$ cat src/rtl/srot_pkg.sv
package srot_pkg;

    localparam int DATA_W = 32;
    localparam int AMT_W  = 8;
    localparam int SH_W   = $clog2(DATA_W);

    typedef enum logic [1:0] {
        OP_LSL  = 2'b00,
        OP_ROR  = 2'b01,
        OP_RRC  = 2'b10,
        OP_PASS = 2'b11
    } srot_op_e;

    typedef struct packed {
        logic [DATA_W-1:0] res;
        logic              cout;
        logic              cwr;
    } srot_out_t;

    localparam int OUT_W = $bits(srot_out_t);

    // carry is written only when enabled and the operation defines a new carry
    function automatic logic carry_written(input logic upd, input logic act);
        return upd & act;
    endfunction

endpackage

$ cat src/rtl/srot_lsl.sv
module srot_lsl #(
    parameter int W  = srot_pkg::DATA_W,
    parameter int AW = srot_pkg::AMT_W
) (
    input  logic [W-1:0]  opnd_i,
    input  logic [AW-1:0] amt_i,
    output logic [W-1:0]  res_o,
    output logic          cbit_o,
    output logic          cact_o
);
    localparam int SW  = $clog2(W);
    localparam int STG = SW + 1;   // covers amounts up to 2W-1

    // one guard bit above the operand catches the last bit shifted out
    logic [W:0] stg [0:STG];
    logic       far;

    assign stg[0] = {1'b0, opnd_i};

    genvar k;
    generate
        for (k = 0; k < STG; k++) begin : g_stage
            assign stg[k+1] = amt_i[k] ? (stg[k] << (1 << k)) : stg[k];
        end
        if (AW > STG) begin : g_far
            assign far = |amt_i[AW-1:STG];
        end else begin : g_near
            assign far = 1'b0;
        end
    endgenerate

    assign res_o  = far ? '0 : stg[STG][W-1:0];
    assign cbit_o = far ? 1'b0 : stg[STG][W];
    assign cact_o = |amt_i;

endmodule

$ cat src/rtl/srot_ror.sv
module srot_ror #(
    parameter int W  = srot_pkg::DATA_W,
    parameter int AW = srot_pkg::AMT_W
) (
    input  logic [W-1:0]  opnd_i,
    input  logic [AW-1:0] amt_i,
    output logic [W-1:0]  res_o,
    output logic          cbit_o,
    output logic          cact_o
);
    localparam int SW = $clog2(W);

    logic [W-1:0] rot [0:SW];

    assign rot[0] = opnd_i;

    genvar k;
    generate
        for (k = 0; k < SW; k++) begin : g_stage
            localparam int S = 1 << k;
            assign rot[k+1] = amt_i[k] ? {rot[k][S-1:0], rot[k][W-1:S]} : rot[k];
        end
    endgenerate

    assign res_o  = rot[SW];
    // the bit that lands on top is always the last one rotated round
    assign cbit_o = rot[SW][W-1];
    assign cact_o = |amt_i;

endmodule

$ cat src/rtl/srot_rrc.sv
module srot_rrc #(
    parameter int W = srot_pkg::DATA_W
) (
    input  logic [W-1:0] opnd_i,
    input  logic         cin_i,
    output logic [W-1:0] res_o,
    output logic         cbit_o,
    output logic         cact_o
);
    assign res_o  = {cin_i, opnd_i[W-1:1]};
    assign cbit_o = opnd_i[0];
    assign cact_o = 1'b1;
endmodule

$ cat src/rtl/srot_oreg.sv
module srot_oreg #(
    parameter int  DW      = srot_pkg::OUT_W,
    parameter bit  REG_OUT = 1'b1
) (
    input  logic          clk,
    input  logic          rst,
    input  logic [DW-1:0] d_i,
    output logic [DW-1:0] q_o
);
    generate
        if (REG_OUT) begin : g_reg
            logic [DW-1:0] q_r;
            always_ff @(posedge clk) begin
                if (rst) q_r <= '0;
                else     q_r <= d_i;
            end
            assign q_o = q_r;
        end else begin : g_wire
            assign q_o = d_i;
        end
    endgenerate
endmodule

$ cat src/rtl/srot_unit.sv
module srot_unit
    import srot_pkg::*;
#(
    parameter bit REG_OUT = 1'b1
) (
    input  logic              clk,
    input  logic              rst,
    input  logic [DATA_W-1:0] opnd_i,
    input  logic [AMT_W-1:0]  amt_i,
    input  logic [1:0]        op_i,
    input  logic              cin_i,
    input  logic              upd_i,
    output logic [DATA_W-1:0] res_o,
    output logic              cout_o,
    output logic              cwr_o
);
    logic [DATA_W-1:0] lsl_res, ror_res, rrc_res;
    logic              lsl_c, ror_c, rrc_c;
    logic              lsl_a, ror_a, rrc_a;

    srot_lsl #(.W(DATA_W), .AW(AMT_W)) u_lsl (
        .opnd_i(opnd_i), .amt_i(amt_i),
        .res_o(lsl_res), .cbit_o(lsl_c), .cact_o(lsl_a)
    );

    srot_ror #(.W(DATA_W), .AW(AMT_W)) u_ror (
        .opnd_i(opnd_i), .amt_i(amt_i),
        .res_o(ror_res), .cbit_o(ror_c), .cact_o(ror_a)
    );

    srot_rrc #(.W(DATA_W)) u_rrc (
        .opnd_i(opnd_i), .cin_i(cin_i),
        .res_o(rrc_res), .cbit_o(rrc_c), .cact_o(rrc_a)
    );

    srot_out_t nxt, cur;
    logic      sel_c, sel_a;

    always_comb begin
        nxt.res = opnd_i;
        sel_c   = cin_i;
        sel_a   = 1'b0;
        unique case (srot_op_e'(op_i))
            OP_LSL:  begin nxt.res = lsl_res; sel_c = lsl_c; sel_a = lsl_a; end
            OP_ROR:  begin nxt.res = ror_res; sel_c = ror_c; sel_a = ror_a; end
            OP_RRC:  begin nxt.res = rrc_res; sel_c = rrc_c; sel_a = rrc_a; end
            OP_PASS: begin nxt.res = opnd_i;  sel_c = cin_i; sel_a = 1'b0;  end
        endcase
        nxt.cwr  = carry_written(upd_i, sel_a);
        nxt.cout = nxt.cwr ? sel_c : cin_i;
    end

    srot_oreg #(.DW(OUT_W), .REG_OUT(REG_OUT)) u_oreg (
        .clk(clk), .rst(rst), .d_i(nxt), .q_o(cur)
    );

    assign res_o  = cur.res;
    assign cout_o = cur.cout;
    assign cwr_o  = cur.cwr;

endmodule

$ cat config.mk
export PLATFORM = sky130hd
export DESIGN_NAME = srot_unit
export DESIGN_NICKNAME = d
export VERILOG_FILES = /design/src/rtl/srot_pkg.sv /design/src/rtl/srot_lsl.sv /design/src/rtl/srot_ror.sv /design/src/rtl/srot_rrc.sv /design/src/rtl/srot_oreg.sv /design/src/rtl/srot_unit.sv
export SDC_FILE = /design/constraint.sdc
export NUM_CORES = 1
export LEC_CHECK = 0
export ABC_AREA = 1
export BUFFER_PORTS_ARGS = -buffer_cell sky130_fd_sc_hd__buf_2
export CAP_MARGIN = 20
export CORE_MARGIN = 2
export CORE_UTILIZATION = 59
export DETAILED_ROUTE_END_ITERATION = 7
export PLACE_DENSITY = 0.83
export SLEW_MARGIN = 20
export SYNTH_ARGS = -nofsm -noshare
export SYNTH_HDL_FRONTEND = slang
export SYNTH_SLANG_ARGS = --single-unit
$ cat constraint.sdc
create_clock -name clk -period 4.2 [get_ports clk]
set_input_delay 0.84 -clock clk [delete_from_list [all_inputs] [get_ports clk]]
set_output_delay 0.84 -clock clk [all_outputs]
set_load 0.02 [all_outputs]
# Word level (Yosys, flattened, before mapping)

Cells that the tools add are included.

Bits in registers: 34
Input bits: 46
Word-level logic and storage cells: 26

Equal/unequal tests: 3
Muxes and demuxes: 17
Bitwise operators: 1
Reduce and logical (&&, ||, !) cells: 4

Operators by type and width:

| operator             | number |
|---|---|
| $mux W33             | 6 |
| $mux W32             | 6 |
| $pmux W32 S4         | 1 |
| $reduce_or A8 Y1     | 1 |
| $eq A2 B2 Y1 const B | 2 |
| $pmux W1 S4          | 1 |
| $reduce_or A2 Y1     | 2 |
| $pmux W1 S3          | 1 |
| $eq A2 B1 Y1 const B | 1 |
| $logic_not A2 Y1     | 1 |
| $mux W1              | 2 |
| $and A1 B1 Y1        | 1 |

# Depth between registers and ports, before layout

Word-level depth: 9
Depth in mapped cells: 15
Depth with buffers taken out: 13

# Cells and area by module

A second synthesis with hierarchy kept.

Cell total of the unflattened synthesis: 1110
Area total of the unflattened synthesis: 5997.0 um^2

Modules (own cells, without submodules):

| module    | times used | cells each | area each (um^2) | seq. area each (um^2) |
|---|---|---|---|---|
| srot_ror  | 1          | 396        | 2077.0           | 0.0 |
| srot_lsl  | 1          | 378        | 1824.2           | 0.0 |
| srot_oreg | 1          | 106        | 985.9            | 680.7 |
| srot_unit | 1          | 195        | 850.8            | 0.0 |
| srot_rrc  | 1          | 35         | 259.0            | 0.0 |

# Worst setup path before layout

Ideal clock, no wire load.

Kind: input to register
From: input amt_i[0]
To: register u_oreg.g_reg.q_r[1] (netlist: u_oreg.q_o[1])
Library setup time: 0.117 ns
Arrival: 1.826 ns
Data required time: 4.083 ns
Slack: 2.257 ns
Stages: 12
Path through: buf_6 > buf_6 > nand2_1 > nand3_1 > nand3_1 > nand3_1 > nand3_1 > nand3_1 > nand2_1 > nand2_1 > nor2_1 > nor2_1

Cells in the longest elaborated chain, start to end: 9
Elaborated cells between the ends (all ways): 17

RTL lines:

| what                   | RTL line        | source |
|---|---|---|
| start: declaration     | srot_unit.sv:9  | `input logic [AMT_W-1:0] amt_i,` |
| $mux W33 (6 in series) | srot_lsl.sv:23  | `assign stg[k+1] = amt_i[k] ? (stg[k] << (1 << k)) : stg[k];` |
| $mux W1                | srot_lsl.sv:33  | `assign cbit_o = far ? 1'b0 : stg[STG][W];` |
| $pmux W1 S4            | srot_unit.sv:43 | `unique case (srot_op_e'(op_i))` |
| $mux W1 *              | srot_unit.sv:50 | `nxt.cout = nxt.cwr ? sel_c : cin_i;` |
| end signal: assignment | srot_oreg.sv:15 | `else q_r <= d_i;` |
| end: declaration       | srot_oreg.sv:12 | `logic [DW-1:0] q_r;` |

Mark *: on every way between the ends. The rest lies on a longest branch, timed or not.
A chain may end at the register's enable or synchronous reset.

# Worst setup path after layout

From: input amt_i[1]
To: register u_oreg.g_reg.q_r[16] (netlist: u_oreg.q_o[16])

Cells in the longest elaborated chain, start to end: 7
Elaborated cells between the ends (all ways): 11

RTL lines:

| what                   | RTL line        | source |
|---|---|---|
| $mux W33 (5 in series) | srot_lsl.sv:23  |  |
| $mux W32               | srot_lsl.sv:32  | `assign res_o = far ? '0 : stg[STG][W-1:0];` |
| $pmux W32 S4 *         | srot_unit.sv:43 |  |

Marks and branches as above.

==> results.tsv <==
stage	metric	value	unit
synthesis	Synth Area in Simple Gates	68.7	%
global_routing	total grt overflow	0	
detailed_routing	ANT nets after route	0	
place	PortBufs	79	
final_layout	share of cells above drive strength 1	15.4	%
synthesis	Cells after Synth	945	
detailed_routing	Pre-antenna DRT Iters	6	
worst_hold_path	Worst Hold Class	in2reg	
die	Vert. Die Dim	96.8	um
die	initial core utilization	61.2	%
detailed_routing	top sig layer	met5	
sta	worst relative slew slack	27.9	%
final_layout	final cell count without fillers	1085	
final_layout	Area Growth Syn to Fin	7.21	%
synthesis	Post-Synth XOR/XNOR Area	0	%
synthesis	mux cell area share after synthesis	0	%
final_layout	max reg flops	34	
power_and_ir_drop	PnR Total Power	1.38	mW
setup_path	WP data required	4.40	ns
setup_path	endpoint type of the worst setup path	register	
detailed_routing	metal3 WL	3.37	mm
sta	Final setup viols	0	
setup_path	worst-path fanout max	43	
detailed_routing	DRC violations left	0	
synthesis	total number of yosys warnings	0	
clock_tree	# hold bufs at CTS	0	
clock_tree	deepest clock path buffer count	2	
synthesis	syn_area_per_cell	5.38	um2
detailed_routing	via count	7201	
detailed_routing	wl on met1	7.93	mm
setup_path	Crit-path slowest cell	inv_2	
clock_tree	Clock Root Buffer	clkbuf_8	
synthesis	main combinational cell family by area after synthesis	simple AND/OR/NAND/NOR gates	
final_layout	fin area	5450	um2
die	chip width	96.8	um
clock_tree	Resized cells post-CTS	0	
sta	setup ws final	1.52	ns
global_routing	initial antenna violation count	0	
sta	Final period util	63.8	%
setup_path	crit-path max cell delay	0.58	ns
clock_tree	TritonCTS clock tree	built	
setup_path	crit path cell chain	buf_2 > inv_2 > buf_4 > nand3_1 > nand3_1 > nand3_1 > nand2_1 > nand2_1 > nand3_1 > nand4_1 > nand2_1 > inv_1	
synthesis	asr flop ratio synth	0	%
sta	final hold violation count	0	
place	placed cell areas	5310	um2
die	# IOs	80	
synthesis	post-synthesis cell area	5080	um2
clock_tree	CTS clock-pin slew for the worst setup and hold paths	0.08	ns
synthesis	Synth Area in Adders	0	%
clock_tree	CTS buffer count	5	
global_routing	first-pass GRT wire length	33.8	mm
power_and_ir_drop	Max IR drop VDD	0.000184	V
sta	Tmin final	2.68	ns
global_routing	number of global-route vias before repair	6393	
detailed_routing	routed len/inst	19.9	um
job	max_cap viols	0	
global_routing	largest net degree at the start of global routing	67	
place	Placed Instances	1076	
power_and_ir_drop	P_leak	2.89	nW
setup_path	critical path class	in2reg	
setup_path	cell mode on critical path	nand3_1	
synthesis	number of flops mapped to enable cells by yosys	0	
place	dpl hpwl	15.7	mm
synthesis	#FFs+latches synth	34	
detailed_routing	met2 wire length	8.75	mm
final_layout	leading cell type in the layout, fill and taps excluded	nand3_1	
detailed_routing	initial DRC count	1286	
synthesis	post-synthesis cell type count	33	
sta	RSZ-0062 raised after global routing	no	
sta	Max Clock Freq	373	MHz
setup_path	startpoint types	primary input	
setup_path	arrival time at the worst endpoint	2.88	ns
die	CORE AREA	8300	um2
sta	fin. max-slew vios	0	
die	Core Rows	33	
global_routing	Total GRT Usage	44.3	%
sta	worst slew pin tran	1.08	ns
power_and_ir_drop	Power per Cell Area	253	nW/um2
synthesis	top_reg_cell synth	dfxtp_1	
detailed_routing	Via density	6.64	
synthesis	post-synthesis sequential area ratio	13.4	%
synthesis	Syn Nets	991	
detailed_routing	final wirelength	21.5	mm
run_status	outcome	completed	
clock_tree	H-tree Lvls	2	
clock_tree	# Post-CTS Setup Buffers	0	
place	DP Worst Slack	1.35	ns
sta	total negative slack	0	ns
place	GP Congestion	1.10	
die	die area	9370	um2
clock_tree	clock sink total	34	
final_layout	most frequent cells in the layout	nand3_1 (363), nand2_1 (272), buf_2 (79)	
final_layout	Layout Nets	1024	
synthesis	Synth Area in Compound Gates	4.16	%
-- cell families after synthesis --
logic type,after synthesis
AND/OR/NAND/NOR,732
buffers and inverters,145
flip-flops,34
AO/OA/AOI/OAI,34
-- routing by layer --
layer,track usage [%],up-vias
met3,11.9,123
li1,-,3282
met4,22.6,2
met5,0,-
met1,59.4,3105
met2,64.8,689
-- final timing paths --
path	slack [ns]	depth (start not counted)	endpoint	from
setup / recovery	1.52	12	u_oreg.q_o[16]	amt_i[1]
hold / removal	0.74	2	u_oreg.q_o[0]	rst
-- Yosys cell counts (2+ instances only) --
master,count,area [um2]
nor2_4,2,22.5
buf_12,2,40.0
nand2_2,27,169
buf_6,6,67.6
nor2_2,2,12.5
nand4_1,37,231
buf_2,36,180
nand3_1,363,1820
nor2_1,10,37.5
o22ai_1,15,93.8
buf_1,5,18.8
clkinv_1,2,7.51
nand3_2,9,90.1
inv_1,74,278
o211ai_1,3,22.5
nor3_1,2,10.0
buf_4,6,45.0
nand2_4,5,56.3
clkbuf_1,9,33.8
o21ai_0,6,30.0
a21oi_1,5,25.0
inv_2,4,15.0
nand2_1,272,1020
dfxtp_1,34,681
-- power breakdown --
part,switching [mW],internal (mW)
logic,0.461,0.185
registers,0.00841,0.347
clock network,0.139,0.238
-- stage by stage --
step | utilization [%] | hold slack [ns]
global route | 65.6 | 0.740
global placement | 64.0 | 1.03
CTS | 65.6 | 0.742
detailed placement | 64.0 | 1.05
finish | 65.6 | 0.735
floorplan | - | 0.919
-- area by class of cell --
cell class	instances	area (um2)
Multi-Input combinational cell	766	3710
Fill cell	852	2850
Sequential cell	34	681
Timing Repair Buffer	90	478
Inverter	81	312
Tap cell	105	131
Clock buffer	5	68.8
Clock inverter	3	68.8
Antenna cell	1	2.50
-- worst max-delay path: cells and delay by family --
kind	cells	cell delay, ns
buf+inv	4	1.07
simple gates	8	0.95
Note: power is estimated with default switching activity, not from simulation.
